File: src/rtl/irtx_pkg.sv
package irtx_pkg;

  // Strobes from control to the output datapath
  typedef struct packed {
    logic markNow;   // drive the active level on the next edge
    logic lineIdle;  // no transmission: hold the inactive level
  } irtx_strobe_t;

  // Pulse width in ticks for a width code (R4 encoding)
  function automatic int markTicks(input logic [1:0] sel, input int tpb);
    case (sel)
      2'b00:   return (tpb * 3) / 16;
      2'b01:   return tpb / 16;
      2'b10:   return tpb / 32;
      default: return tpb / 4;
    endcase
  endfunction

endpackage

File: src/rtl/irtx_ctrl.sv
module irtx_ctrl
  import irtx_pkg::*;
#(
  parameter int TICKS_PER_BIT = 32
) (
  input  logic         clk,
  input  logic         rstN,
  input  logic         tickEn,
  input  logic         bitStart,
  input  logic         txBit,
  input  logic         txActive,
  input  logic [1:0]   widthSel,
  output irtx_strobe_t strb
);

  localparam int CNT_W  = $clog2(TICKS_PER_BIT);
  localparam int CENTER = TICKS_PER_BIT / 2;
  localparam int NCODES = 4;
  localparam logic [CNT_W-1:0] LAST = CNT_W'(TICKS_PER_BIT - 1);

  logic [CNT_W-1:0] phase;
  logic             dataQ;
  logic [1:0]       widthQ;

  // Window bounds for each width code, centred on mid-bit
  logic [CNT_W-1:0] winLo [NCODES];
  logic [CNT_W-1:0] winHi [NCODES];

  for (genvar g = 0; g < NCODES; g++) begin : g_win
    localparam int W = markTicks(2'(g), TICKS_PER_BIT);
    assign winLo[g] = CNT_W'(CENTER - W / 2);
    assign winHi[g] = CNT_W'(CENTER - W / 2 + W - 1);
  end

  // Phase counter, bit latch and width latch
  always_ff @(posedge clk or negedge rstN) begin
    if (!rstN) begin
      phase  <= LAST;
      dataQ  <= 1'b1;
      widthQ <= 2'b00;
    end else if (bitStart) begin
      phase  <= '0;
      dataQ  <= txBit;
      widthQ <= widthSel;
    end else if (tickEn && (phase != LAST)) begin
      phase <= phase + 1'b1;
    end
  end

  logic inWin;
  always_comb begin
    inWin         = (phase >= winLo[widthQ]) && (phase <= winHi[widthQ]);
    strb.lineIdle = !txActive;
    strb.markNow  = txActive && !dataQ && inWin;
  end

  // bitStart has priority and clears the phase
  a_r9_start_clears: assert property (@(posedge clk) disable iff (!rstN)
    bitStart |=> (phase == '0));

  // width code changes only at a bit boundary
  a_r5_width_held: assert property (@(posedge clk) disable iff (!rstN)
    !bitStart |=> $stable(widthQ));

  // phase parks at the last tick
  a_r8_phase_parks: assert property (@(posedge clk) disable iff (!rstN)
    (phase == LAST) && !bitStart |=> (phase == LAST));

endmodule

File: src/rtl/irtx_datapath.sv
module irtx_datapath
  import irtx_pkg::*;
(
  input  logic         clk,
  input  logic         rstN,
  input  irtx_strobe_t strb,
  input  logic         invertPol,
  output logic         irOut
);

  logic armed;

  always_ff @(posedge clk or negedge rstN) begin
    if (!rstN) begin
      irOut <= 1'b0;
      armed <= 1'b0;
    end else begin
      armed <= 1'b1;
      irOut <= (strb.markNow && !strb.lineIdle) ^ invertPol;
    end
  end

  // idle request gives the inactive level on the next edge
  a_r7_idle_level: assert property (@(posedge clk) disable iff (!rstN)
    armed && $past(strb.lineIdle) |-> (irOut == $past(invertPol)));

  // an active level only follows a mark request
  a_r6_active_needs_mark: assert property (@(posedge clk) disable iff (!rstN)
    armed && (irOut != $past(invertPol)) |-> $past(strb.markNow));

endmodule

File: src/rtl/irtx_pulse_encoder.sv
module irtx_pulse_encoder
  import irtx_pkg::*;
#(
  parameter int TICKS_PER_BIT = 32
) (
  input  logic       clk,
  input  logic       rstN,
  input  logic       tickEn,
  input  logic       bitStart,
  input  logic       txBit,
  input  logic       txActive,
  input  logic [1:0] widthSel,
  input  logic       invertPol,
  output logic       irOut
);

  irtx_strobe_t strb;

  irtx_ctrl #(.TICKS_PER_BIT(TICKS_PER_BIT)) u_ctrl (
    .clk      (clk),
    .rstN     (rstN),
    .tickEn   (tickEn),
    .bitStart (bitStart),
    .txBit    (txBit),
    .txActive (txActive),
    .widthSel (widthSel),
    .strb     (strb)
  );

  irtx_datapath u_dp (
    .clk       (clk),
    .rstN      (rstN),
    .strb      (strb),
    .invertPol (invertPol),
    .irOut     (irOut)
  );

endmodule

File: config.mk
export PLATFORM = sky130hd
export DESIGN_NAME = irtx_pulse_encoder
export DESIGN_NICKNAME = d
export VERILOG_FILES = /design/src/rtl/irtx_pkg.sv /design/src/rtl/irtx_ctrl.sv /design/src/rtl/irtx_datapath.sv /design/src/rtl/irtx_pulse_encoder.sv
export SDC_FILE = /design/constraint.sdc
export NUM_CORES = 1
export LEC_CHECK = 0
export BUFFER_PORTS_ARGS = -buffer_cell sky130_fd_sc_hd__clkbuf_2
export CORE_AREA = 2 2 39 41
export CTS_BUF_LIST = sky130_fd_sc_hd__clkbuf_4 sky130_fd_sc_hd__clkbuf_8
export DETAILED_ROUTE_END_ITERATION = 8
export DIE_AREA = 0 0 41 43
export HOLD_SLACK_MARGIN = 0.08
export PLACE_DENSITY = 0.69
export SYNTH_ARGS = -nofsm -noshare
export SYNTH_HDL_FRONTEND = slang
export SYNTH_SLANG_ARGS = --single-unit
File: constraint.sdc
create_clock -name clk -period 4.5 [get_ports clk]
set_input_delay 0.225 -clock clk [delete_from_list [all_inputs] [get_ports clk]]
set_output_delay 0.225 -clock clk [all_outputs]
set_load 0.02 [all_outputs]
==> results of run 1 <==
==> Yosys cell counts <==
cell / number / area (um2)
o211ai_1: 1 / 7.51
nor2b_1: 2 / 12.5
inv_1: 7 / 26.3
and3_2: 1 / 7.51
nand2b_1: 1 / 6.26
mux2i_1: 3 / 30.0
xor2_1: 2 / 17.5
and4b_1: 1 / 10.0
nor2_1: 5 / 18.8
or3_1: 1 / 6.26
o21ai_0: 3 / 15.0
dfstp_2: 6 / 158
nand2_1: 7 / 26.3
xnor2_1: 1 / 8.76
nor3_1: 1 / 5.00
ha_1: 11 / 138
mux2_2: 1 / 11.3
dfrtp_1: 3 / 75.1
clkbuf_1: 2 / 7.51
o2111ai_1: 1 / 8.76
a21oi_1: 1 / 5.00
nand3_1: 2 / 10.0
a21oi_2: 1 / 8.76
nor4_1: 1 / 6.26
nand4_1: 1 / 6.26
or4b_1: 1 / 10.0
==> routing by layer <==
layer	part of all wire [%]	vias to the layer above
met3	7.9	0
met2	51	16
met1	41	226
met4	0	0
li1	-	252
met5	0	-
==> logic make-up after synthesis <==
| group | share of synthesized area [%] |
|---|---|
| flip-flops | 36.3 |
| multiplexers | 6.43 |
| buffers and inverters | 5.26 |
| XOR/XNOR | 4.09 |
| AND/OR/NAND/NOR | 19.5 |
| AO/OA/AOI/OAI | 7.02 |
| adder cells (fa/ha/maj) | 21.4 |
==> where the power goes <==
| group | internal (mW) | switching [mW] |
|---|---|---|
| sequential | 0.0887 | 0.00482 |
| combinational | 0.0197 | 0.0227 |
| clock | 0.0401 | 0.0263 |
==> flip-flops by register name, summed over array words and instances (netlist names) <==
name	cells
u_ctrl.dataQ	1
u_ctrl.phase	5
u_ctrl.widthQ	2
u_dp.irOut	1
==> critical path: cells and delay by family, from the launching register on <==
kind                       cells  cell delay [ns]
DFF                            1             0.37
AOI/OAI and AO/OA              1             0.14
muxes                          1             0.08
and+or+nand+nor                3             0.90
adders and majority gates      2             0.55
buffers and inverters          2             0.12
==> timing repair <==
| action | in CTS | in global routing |
|---|---|---|
| hold buffers | 1 | 0 |
| gates resized for setup | 0 | 0 |
| hold endpoints to repair | 9 | 0 |
==> worst paths after layout <==
path                                        from               end  slack, ns  cells past startpoint
worst min-delay path                 widthSel[0]  u_ctrl.widthQ[0]       0.17                      3
max in group asynchronous                   rstN      u_ctrl.dataQ       3.89                      2
worst min register to register   u_ctrl.phase[1]   u_ctrl.phase[1]       0.57                      2
worst max register to register  u_ctrl.widthQ[0]        u_dp.irOut       2.22                      9
min in group asynchronous                   rstN        u_dp.irOut       0.35                      2
worst max-delay path            u_ctrl.widthQ[0]        u_dp.irOut       2.22                      9
==> final cells by class <==
cell class | count | share of cell area (%)
sequential | 9 | 31.5
multi-input combinational | 49 | 50.8
tap | 16 | 2.71
inverter | 7 | 3.55
timing repair buffer | 10 | 7.45
clock buffer | 4 | 4.06
==> through the flow <==
| stage | power, mW | util [%] | area (um2) | worst slack (ns) | hold WS [ns] |
|---|---|---|---|---|---|
| floorplan | 0.124 | - | 642 | 2.33 | -0.0706 |
| global placement | 0.135 | 50.5 | 699 | 2.24 | 0.0947 |
| detailed placement | 0.137 | 50.5 | 699 | 2.20 | 0.0952 |
| CTS | 0.206 | 53.4 | 739 | 2.19 | 0.168 |
| global route | 0.221 | 53.4 | 739 | 2.10 | 0.192 |
| finish | 0.202 | 53.4 | 739 | 2.22 | 0.173 |
==> summary.md, run 1 <==
| Metric | Value |
|---|---|
| CP required | 4.63 ns |
| CP peak stage delay | 0.51 ns |
| Routed Antenna Nets | 0 |
| FF+latch count, synth | 9 |
| Final Hold Viols | 0 |
| Register Area | 233 um2 |
| Max Cap Viol | 0 |
| RePlAce Congestion | ~0.76 |
| Fin cells | 95 |
| Antenna violations before repair | 0 |
| GRT Residual Overflow | 0 |
| Fill count | ~130 |
| Met1 usage | 19.3% |
| Core area | 1380 um2 |
| Setup bufs post-CTS | 0 |
| Crit-path slowest cell | or4b_1 |
| Clock slew at reported path FFs | ~0.06 ns |
| Layout cells sized above 1 | 27.8% |
| Tot GR Track Use | around 16% |
| IO Pins | 10 |
| Inserted Clock Buffers | 3 |
| Tmin final | 2.28 ns |
| Pwr Density | 274 nW/um2 |
| TritonRoute pass-1 iters | 4 |
| Final setup vio count | 0 |
| Cell Chain, Critical Path | inv_1, ha_1, inv_1, ha_1, nor2b_1, o211ai_1, and4b_1, mux2i_1, or4b_1 |
| Chip width | 41 um |
| Clock latency at the later pin of the worst-skew pair | about 0.25 ns |
| PortBufs | 9 |
| CP Launch Type | flip-flop |
| Nets | 100 |
| Max Fclk | 0.438 GHz |
| Cells after Synth | 67 |
| Seq/Total Area, Yosys | 36.3% |
| Status | finished, final reports clean |
| DPL Wire Length | roughly 870 um |
| Routed WL | about 1100 um |
| Via density | 5.20 |
| Gr busiest metal | met2 |
| Starting Density | 46.4% |
| Initial DRC Count | 4 |
| Worst slew pin tran | 0.459 ns |
| Site Rows | 14 |
| GR Util met2 | 24.7% |
| Commonest non-fill, non-tap cells in the layout | 11 x ha_1, 9 x clkbuf_2, 7 x inv_1, 7 x nand2_1, 6 x dfstp_2 |
| Peak VDD IR | 0.000256 V |
| CP endpoint kind | flip-flop |
| Most common cell after layout, fill and taps aside | ha_1 |
| Area grow syn2layout | 15.2% |
| DRC Markers | 0 |
| Clock Tree Buf Depth | 2 |
| Pin count of the biggest net entering global routing | 11 |
| Die footprint | 1760 um2 |
| N_diodes | 0 |
| Placed Cells incl. Taps | 90 |
| Global-route wire length before repair | approximately 1900 um |
| Worst clock skew | 0.00196 ns |
| Post-route setup TNS | 0 ns |
| Synth cell types | 26 |
| H-tree depth | 1 |
| TritonCTS Sinks | 9 |
| Synthesis Warnings | 0 |
| Syn nets | 87 |
| Crit Path Category | reg2reg |
| Slew HR | 69.3% |
| Clock root cell | clkbuf_4 |
| TritonCTS clock tree | built |
| Leakage power | between 0.3 and 0.4 nW |
| Wirelength per Cell | 11.4 um |
| Vias in the first global route | 478 |
| Syn Area/Cell | 9.58 um2 |
| DR vias | ~490 |
| Cell area after synthesis | 642 um2 |
| Worst Path Arrival | around 2.4 ns |
| Multi-input gate area in the final layout | roughly 380 um2 |
| RSZ-0062 raised after global routing | no |
| Worst Path Max Fanout | 3 |
| Die H | 43 um |
| Max Slew Vio Count | 0 |
| Tcrit/Tclk final | 50.8% |
| Met3 usage | 7.85% |
| Hold Path Class | in2reg |
(Power assumes the default switching activity.)
==> run 2: changes to the inputs <==
--- a/config.mk
+++ b/config.mk
@@ -5,13 +5,14 @@
 export SDC_FILE = /design/constraint.sdc
 export NUM_CORES = 1
 export LEC_CHECK = 0
+export ABC_AREA = 1
 export BUFFER_PORTS_ARGS = -buffer_cell sky130_fd_sc_hd__clkbuf_2
-export CORE_AREA = 2 2 39 41
+export CORE_MARGIN = 2
+export CORE_UTILIZATION = 52
 export CTS_BUF_LIST = sky130_fd_sc_hd__clkbuf_4 sky130_fd_sc_hd__clkbuf_8
 export DETAILED_ROUTE_END_ITERATION = 8
-export DIE_AREA = 0 0 41 43
 export HOLD_SLACK_MARGIN = 0.08
-export PLACE_DENSITY = 0.69
+export PLACE_DENSITY = 0.76
 export SYNTH_ARGS = -nofsm -noshare
 export SYNTH_HDL_FRONTEND = slang
 export SYNTH_SLANG_ARGS = --single-unit
==> constraint.sdc (replaced) <==
create_clock -name clk -period 1.9 [get_ports clk]
set_input_delay 0.095 -clock clk [delete_from_list [all_inputs] [get_ports clk]]
set_output_delay 0.095 -clock clk [all_outputs]
set_load 0.02 [all_outputs]
==> run 2 against run 1 <==
Against the previous run:
- power rose to 2.6 times the previous value
- via count rose by 14%
- synthesized cell count rose by 25%
- wire length rose by 16%
- clock skew fell by 0.0014 ns
- non-clock buffer count rose by 4
- flip-flop and latch count did not move
- critical path depth rose by 3
- cell count rose by 23%
- worst hold slack got worse by 0.090 ns
- largest power group unchanged
- largest cell class unchanged
- clock-buffer cell count did not move
- clock power rose by 150%
==> summary.md, run 2 <==
| Metric | Value |
|---|---|
| Site Rows | 13 (-1) |
| Clock Tree Buf Depth | 2 (unchanged) |
| Antenna violations before repair | 0 (unchanged) |
| Post-route setup TNS | 0 ns (unchanged) |
| Syn Area/Cell | 8.25 um2 (-14%) |
| DR vias | 562 (+14%) |
| Primary FF master, synth | dfstp_2 |
| Max Cap Viol | 0 (unchanged) |
| Global-route wire length before repair | 1970 um (+4.8%) |
| Tcrit/Tclk final | 91.5% (+41 points) |
| Post-cts resize count | 0 (unchanged) |
| Syn nets | 104 (+20%) |
| Peak VDD IR | 0.000411 V (+60%) |
| Seq/Total Area, Yosys | 33.6% (-2.7 points) |
| Worst slew pin tran | 0.344 ns (-0.116 ns) |
| Slew HR | 77.1% (+7.8 points) |
| IO Pins | 10 (unchanged) |
| Core area | 1270 um2 (-8.3%) |
| DRC Markers | 0 (unchanged) |
| Die footprint | 1640 um2 (-6.9%) |
| EDFF count, synth | 0 (unchanged) |
| Placed Cells incl. Taps | 108 (+20%) |
| CP required | 2.05 ns (-2.58 ns) |
| Max reg flops | 5 (unchanged) |
| Synth area leader | dfstp_2 |
| Pwr Density | 627 nW/um2 (+130%) |
| TritonRoute pass-1 iters | 4 (unchanged) |
| N_diodes | 0 (unchanged) |
| Synth cell types | 23 (-12%) |
| CP Launch Type | flip-flop |
| Max Fclk | 0.575 GHz (+31%) |
| Crit Path Category | reg2reg |
| Clock root cell | clkbuf_4 |
| Ys async rst share | 100% (unchanged) |
| Routed Antenna Nets | 0 (unchanged) |
| Clock slew at reported path FFs | 0.06 ns (about the same) |
| Routed WL | 1260 um (+16%) |
| Clock latency at the later pin of the worst-skew pair | 0.26 ns (about the same) |
| H-tree depth | 1 (unchanged) |
| Setup bufs post-CTS | 0 (unchanged) |
| Count leader, synth | nand2_1 |
| Commonest non-fill, non-tap cells in the layout | 21 x nand2_1, 16 x inv_1, 11 x ha_1 |
| Synth top area cells | dfstp_2 23%, ha_1 20%, nand2_1 11%, dfrtp_1 11%, inv_1 8.7% |
| Layout cells sized above 1 | 27.5% (-0.40 points) |
| Initial DRC Count | 13 (+9) |
| Nets | 123 (+23%) |
| GRT Residual Overflow | 0 (unchanged) |
| Biggest register | u_ctrl.phase |
| Die H | 40.5 um (-5.8%) |
| Wirelength per Cell | 10.8 um (-5.9%) |
| Post-route cell area | 837 um2 (+13%) |
| TritonCTS Sinks | 9 (unchanged) |
| Status | finished, final reports clean |
| Tot GR Track Use | 18.8% (+2.7 points) |
| Worst Path Max Fanout | 3 (unchanged) |
| Final setup vio count | 0 (unchanged) |
| Tmin final | 1.74 ns (-0.545 ns) |
| RSZ-0062 raised after global routing | no |
| Area grow syn2layout | 20.8% |
| Cells after Synth | 84 (+25%) |
| Top-area cell type share of the netlist area | 22.7% (-1.8 points) |
| Final Hold Viols | 0 (unchanged) |
| Area after DPL | 757 um2 (+8.2%) |
| Fin cells | 117 (+23%) |
| Leakage power | 0.446 nW (+22%) |
| DPL Wire Length | 992 um (+14%) |
| Pin count of the biggest net entering global routing | 10 (-1) |
| CP endpoint kind | flip-flop |
| RePlAce Congestion | 0.739 (-2.2%) |
| Inserted Clock Buffers | 3 (unchanged) |
| Hold Path Class | in2reg |
| Max Slew Vio Count | 0 (unchanged) |
| Most common cell after layout, fill and taps aside | nand2_1 |
| Cell area after synthesis | 693 um2 (+8.0%) |
| Synth cell count leaders | 21 x nand2_1, 16 x inv_1, 11 x ha_1 |
| Synthesis Warnings | 0 (unchanged) |
| Chip width | 40.5 um (-1.2%) |
| Starting Density | 54.6% (+8.3 points) |
| TritonCTS clock tree | built |
| Worst clock skew | 0.000602 ns (-0.00135 ns) |
| Via density | 4.80 (-7.6%) |
| Vias in the first global route | 477 (-0.21%) |
| Largest registers | u_ctrl.phase: 5 flops, u_ctrl.widthQ: 2 flops |
| PortBufs | 9 (unchanged) |
| Worst Path Arrival | 1.89 ns (-0.52 ns) |
| FF+latch count, synth | 9 (unchanged) |
[run 2: cell types whose count changed in the layout (fill, tap and decap cells not counted), sizes merged, moves of 2 or more]
cell / previous run / this run
dlygate4sd3: 1 / 5
nand2: 7 / 23
mux2i: 3 / 0
nor2b: 2 / 0
inv: 7 / 19
xor2: 2 / 0
o21ai: 3 / 6
[run 2: logic make-up after synthesis]
| group | after synthesis | synth area share (%) |
|---|---|---|
| AO/OA/AOI/OAI | 12 | 11.2 |
| flip-flops | 9 | 33.6 |
| buffers and inverters | 19 | 12.6 |
| adder cells (fa/ha/maj) | 11 | 19.9 |
| AND/OR/NAND/NOR | 33 | 22.7 |
[run 2: worst max-delay path: stages, from the launching register on]
cell and delay, ns:
dfrtp_1 0.38, inv_1 0.09, ha_1 0.28, inv_1 0.04, ha_1 0.29, inv_1 0.06
o21bai_1 0.05, nand2_1 0.06, nand2_1 0.09, a21oi_4 0.13, nand2_1 0.06, nand2_1 0.05
nand2_1 0.04
[run 2: metal layers]
layer	GRT usage, %	up-vias	routed length [um]
met5	0	-	0
met1	24.0	254	600
met2	31.0	8	629
met4	7.50	0	9
met3	3.33	2	20
li1	-	298	-
[run 2: final timing paths]
check / start / to / slack [ns] / depth (start not counted)
worst max-delay path: u_ctrl.widthQ[0] / u_dp.irOut / 0.16 / 12
worst min-delay path: bitStart / u_ctrl.phase[1] / 0.08 / 2
worst max register to register: u_ctrl.widthQ[0] / u_dp.irOut / 0.16 / 12
worst min register to register: u_ctrl.dataQ / u_ctrl.dataQ / 0.51 / 2
max in group asynchronous: rstN / u_ctrl.phase[0] / 1.43 / 2
min in group asynchronous: rstN / u_dp.irOut / 0.22 / 2
[run 2: per-stage QoR]
| stage | worst slack (ns) | utilization, % | hold WS [ns] | power [mW] |
|---|---|---|---|---|
| floorplan | 0.317 | - | -0.201 | 0.320 |
| global placement | 0.257 | 59.7 | -0.0401 | 0.349 |
| detailed placement | 0.166 | 59.7 | -0.0391 | 0.358 |
| CTS | 0.155 | 66.0 | 0.0830 | 0.531 |
| global route | 0.0555 | 66.0 | 0.113 | 0.557 |
| finish | 0.161 | 66.0 | 0.0831 | 0.525 |
[run 2: area by class of cell]
class / instances / area [um2]
Fill cell: 111 / 432
Multi-Input combinational cell: 56 / 373
Sequential cell: 9 / 233
Timing Repair Buffer: 14 / 95.1
Inverter: 19 / 87.6
Clock buffer: 4 / 30.0
Tap cell: 15 / 18.8
[run 2: what timing repair did]
item / CTS / global route
hold buffers: 5 / 0
hold endpoints to repair: 13 / 0
endpoints found under the setup margin: 0 / 0
[run 2: report_power, final]
group | switching, mW | internal [mW] | leakage (nW)
Combinational | 0.0810 | 0.0580 | 0.329
Sequential | 0.0117 | 0.210 | 0.0984
Clock | 0.0682 | 0.0953 | 0.0184
==> run 3: changes to the inputs <==
--- a/config.mk
+++ b/config.mk
@@ -12,7 +12,8 @@
 export CTS_BUF_LIST = sky130_fd_sc_hd__clkbuf_4 sky130_fd_sc_hd__clkbuf_8
 export DETAILED_ROUTE_END_ITERATION = 8
 export HOLD_SLACK_MARGIN = 0.08
-export PLACE_DENSITY = 0.76
+export PLACE_DENSITY = 0.77
 export SYNTH_ARGS = -nofsm -noshare
 export SYNTH_HDL_FRONTEND = slang
+export SYNTH_HIERARCHICAL = 1
 export SYNTH_SLANG_ARGS = --single-unit
==> run 3 against run 2 <==
Against the previous run:
- flip-flop and latch count stayed put
- cell count increased by 8.5%
- cell area is 2.4% higher
- non-clock buffer count grew 2
==> summary.md, run 3 <==
| Metric | Value |
|---|---|
| Status | finished, final reports clean |
| Worst slew pin tran | 0.221 ns (-0.123 ns) |
| Vias in the first global route | 611 (+28%) |
| Clock Tree Buf Depth | 2 (unchanged) |
| Tcrit/Tclk final | 90.8% (-0.66 points) |
| Inserted Clock Buffers | 3 (unchanged) |
| Count leader, synth | nand2_1 |
| Initial DRC Count | 9 (-4) |
| Syn nets | 112 (+7.7%) |
| Synth area leader | dfstp_2 |
| Commonest non-fill, non-tap cells in the layout | 30 x nand2_1, 20 x inv_1, 10 x ha_1 |
| Cells after Synth | 92 (+9.5%) |
| Worst clock skew | 0.00123 ns (+0.000625 ns) |
| Core area | 1270 um2 (unchanged) |
| Synth cell count leaders | 30 x nand2_1, 21 x inv_1, 11 x ha_1 |
| Final setup vio count | 0 (unchanged) |
| Layout cells sized above 1 | 23.2% (-4.2 points) |
| Leakage power | 0.459 nW (+2.9%) |
| Synth top area cells | dfstp_2 23%, ha_1 20%, nand2_1 16%, inv_1 12%, dfrtp_1 11% |
| Syn Area/Cell | 7.43 um2 (-10%) |
| PnR worst setup slack | 0.174 ns (+0.0126 ns) |
| Met2 WL | 735 um (+17%) |
| Routed Antenna Nets | 0 (unchanged) |
| Total power draw | 0.501 mW (-4.6%) |
| TritonCTS clock tree | built |
| M1 wire length | 546 um (-9.0%) |
| N_diodes | 0 (unchanged) |
| Worst Path Max Fanout | 4 (+1) |
| Clock root cell | clkbuf_4 |
| Ys async rst share | 100% (unchanged) |
| Routed WL | 1380 um (+9.8%) |
| Reg2reg path depth | 13 (+1) |
| CP required | 2.06 ns (about the same) |
| Top-area cell type share of the netlist area | 23.1% (+0.33 points) |
| Slew HR | 85.3% (+8.2 points) |
| Critical path endpoint | u_dp/irOut |
| Largest registers | u_ctrl/phase: 5 flops, u_ctrl/widthQ: 2 flops |
| Synthesis Warnings | 6 (+6) |
| Area grow syn2layout | 25.5% |
| TritonCTS Sinks | 9 (unchanged) |
| Tmin final | 1.73 ns (-0.0126 ns) |
| Pwr Density | 584 nW/um2 (-6.9%) |
| R2R setup slack | 0.17 ns (about the same) |
| Max Slew Vio Count | 0 (unchanged) |
| Fill count | 120 (+8.1%) |
| Top Metal Used | met4 |
| R2R Path Start | u_ctrl/widthQ[1] |
| Primary FF master, synth | dfstp_2 |
| Max Fclk | 0.579 GHz (+0.73%) |
| IO Pins | 10 (unchanged) |
| Nets | 133 (+8.1%) |
| Pin count of the biggest net entering global routing | 10 (unchanged) |
| DR vias | 629 (+12%) |
| Via density | 4.95 (+3.1%) |
| Pre-CTS WS | 0.125 ns (-0.0412 ns) |
| Clock latency at the later pin of the worst-skew pair | 0.26 ns (about the same) |
| Chip width | 40.2 um (-0.65%) |
| Worst Path Arrival | 1.88 ns (about the same) |
| Clock slew at reported path FFs | 0.06 ns (about the same) |
| Post-route setup TNS | 0 ns (unchanged) |
| EDFF count, synth | 0 (unchanged) |
| Final core occ | 67.6% (+1.6 points) |
| Seq/Total Area, Yosys | 34.1% (+0.49 points) |
| Global-route wire length before repair | 2320 um (+18%) |
| PortBufs | 9 (unchanged) |
| RSZ-0062 raised after global routing | no |
| Final Hold Viols | 0 (unchanged) |
| R2r endpoint | u_dp/irOut |
| Die footprint | 1620 um2 (-1.3%) |
| Hold Path Class | in2reg |
| Most common cell after layout, fill and taps aside | nand2_1 |
| GRT Residual Overflow | 0 (unchanged) |
| DRC Markers | 0 (unchanged) |
| FF+latch count, synth | 9 (unchanged) |
| Peak VDD IR | 0.000442 V (+7.6%) |
| Die H | 40.2 um (-0.65%) |
| Synth cell types | 16 (-30%) |
| DPL Wire Length | 1050 um (+6.3%) |
| Biggest register | u_ctrl/phase |
| Starting Density | 53.8% (-0.79 points) |
| Wirelength per Cell | 10.9 um (+1.2%) |
| Max reg flops | 5 (unchanged) |
| Crit Path Category | reg2reg |
| Tot GR Track Use | 22.8% (+4.0 points) |
| Max Cap Viol | 0 (unchanged) |
| Site Rows | 13 (unchanged) |
| H-tree depth | 1 (unchanged) |
| Antenna violations before repair | 0 (unchanged) |
| RePlAce Congestion | 0.744 (+0.68%) |
| TritonRoute pass-1 iters | 5 (+1) |
| Crit. Startpoint | u_ctrl/widthQ[1] |
| CP Launch Type | flip-flop |
| CP endpoint kind | flip-flop |
| Met3 Wirelength | 36 um (+80%) |
| Cell area after synthesis | 683 um2 (-1.4%) |
run 3: cell types whose count changed after synthesis, sizes merged:
cell	change
a211oi	-1
a21oi	-1
a31oi	-1
inv	+2
nand2	+7
nand3	+3
nor2	+1
nor3	+1
o21ai	-3
o21bai	-1
o31ai	+1
run 3: what timing repair did:
item                                    CTS  global route
hold buffers                              6             0
resized for setup                         0             2
endpoints found under the hold margin    14             0
endpoints found under the setup margin    0             1
setup buffers                             0             1
run 3: where the power goes:
part | internal [mW] | switching, mW | leakage [nW]
Sequential | 0.207 | 0.0107 | 0.0982
Clock | 0.0952 | 0.0666 | 0.0184
Combinational | 0.0533 | 0.0674 | 0.342
Total | 0.356 | 0.145 | 0.459
run 3: final cells by class:
class / instances / area (um2) / share of cell area [%]
multi-input cells: 62 / 384 / 44.8
flip-flops and latches: 9 / 233 / 27.2
repair buffers: 16 / 113 / 13.1
inverters: 21 / 78.8 / 9.20
clock buffers: 4 / 30.0 / 3.50
well taps: 15 / 18.8 / 2.19
run 3: worst min path at each step:
stage | endpoint | cells past startpoint | from | slack [ns]
5_1_grt | u_ctrl/phase[4] | 5 | tickEn | 0.17
3_3_place_gp | u_dp/irOut | 1 | rstN | -0.04
6_report | u_ctrl/phase[4] | 5 | tickEn | 0.15
4_1_cts | u_ctrl/phase[4] | 5 | tickEn | 0.15
3_5_place_dp | u_dp/irOut | 1 | rstN | -0.04
2_1_floorplan | u_ctrl/widthQ[0] | 0 | rstN | -0.20
run 3: layer usage:
metal	vias to the layer above	track usage [%]
li1	321	-
met1	289	23.4
met2	11	38.7
met3	8	3.89
met4	0	21.7
met5	-	0
run 3: worst max-delay path: stages, from the launching register on:
cell	delay, ns
dfrtp_1	0.41
ha_1	0.31
inv_1	0.10
ha_4	0.21
nand2_1	0.06
nand2_1	0.05
nand2_1	0.05
nand2_1	0.04
nand2_1	0.06
nand2_1	0.06
a21oi_2	0.11
nand2_1	0.06
nand2_1	0.05
nand2_1	0.04
run 3: kinds of logic (layout without fill, tap and decap cells):
family                     after synthesis  count (layout)  share of synthesized area [%]
and+or+nand+nor                         45              45                           28.9
buffers and inverters                   21              41                           11.5
adders and majority gates               11              11                           20.1
DFF                                      9               9                           34.1
AOI/OAI and AO/OA                        6               6                           5.31
run 3: per-stage QoR:
step / hold WS, ns / cell area [um2] / cells
after global routing: 0.172 / 857 / 127
after CTS: 0.147 / 837 / 126
after detailed placement: -0.0395 / 747 / 116
after global placement: -0.0402 / 747 / 116
final: 0.151 / 857 / 127
after floorplan: -0.201 / 683 / 92
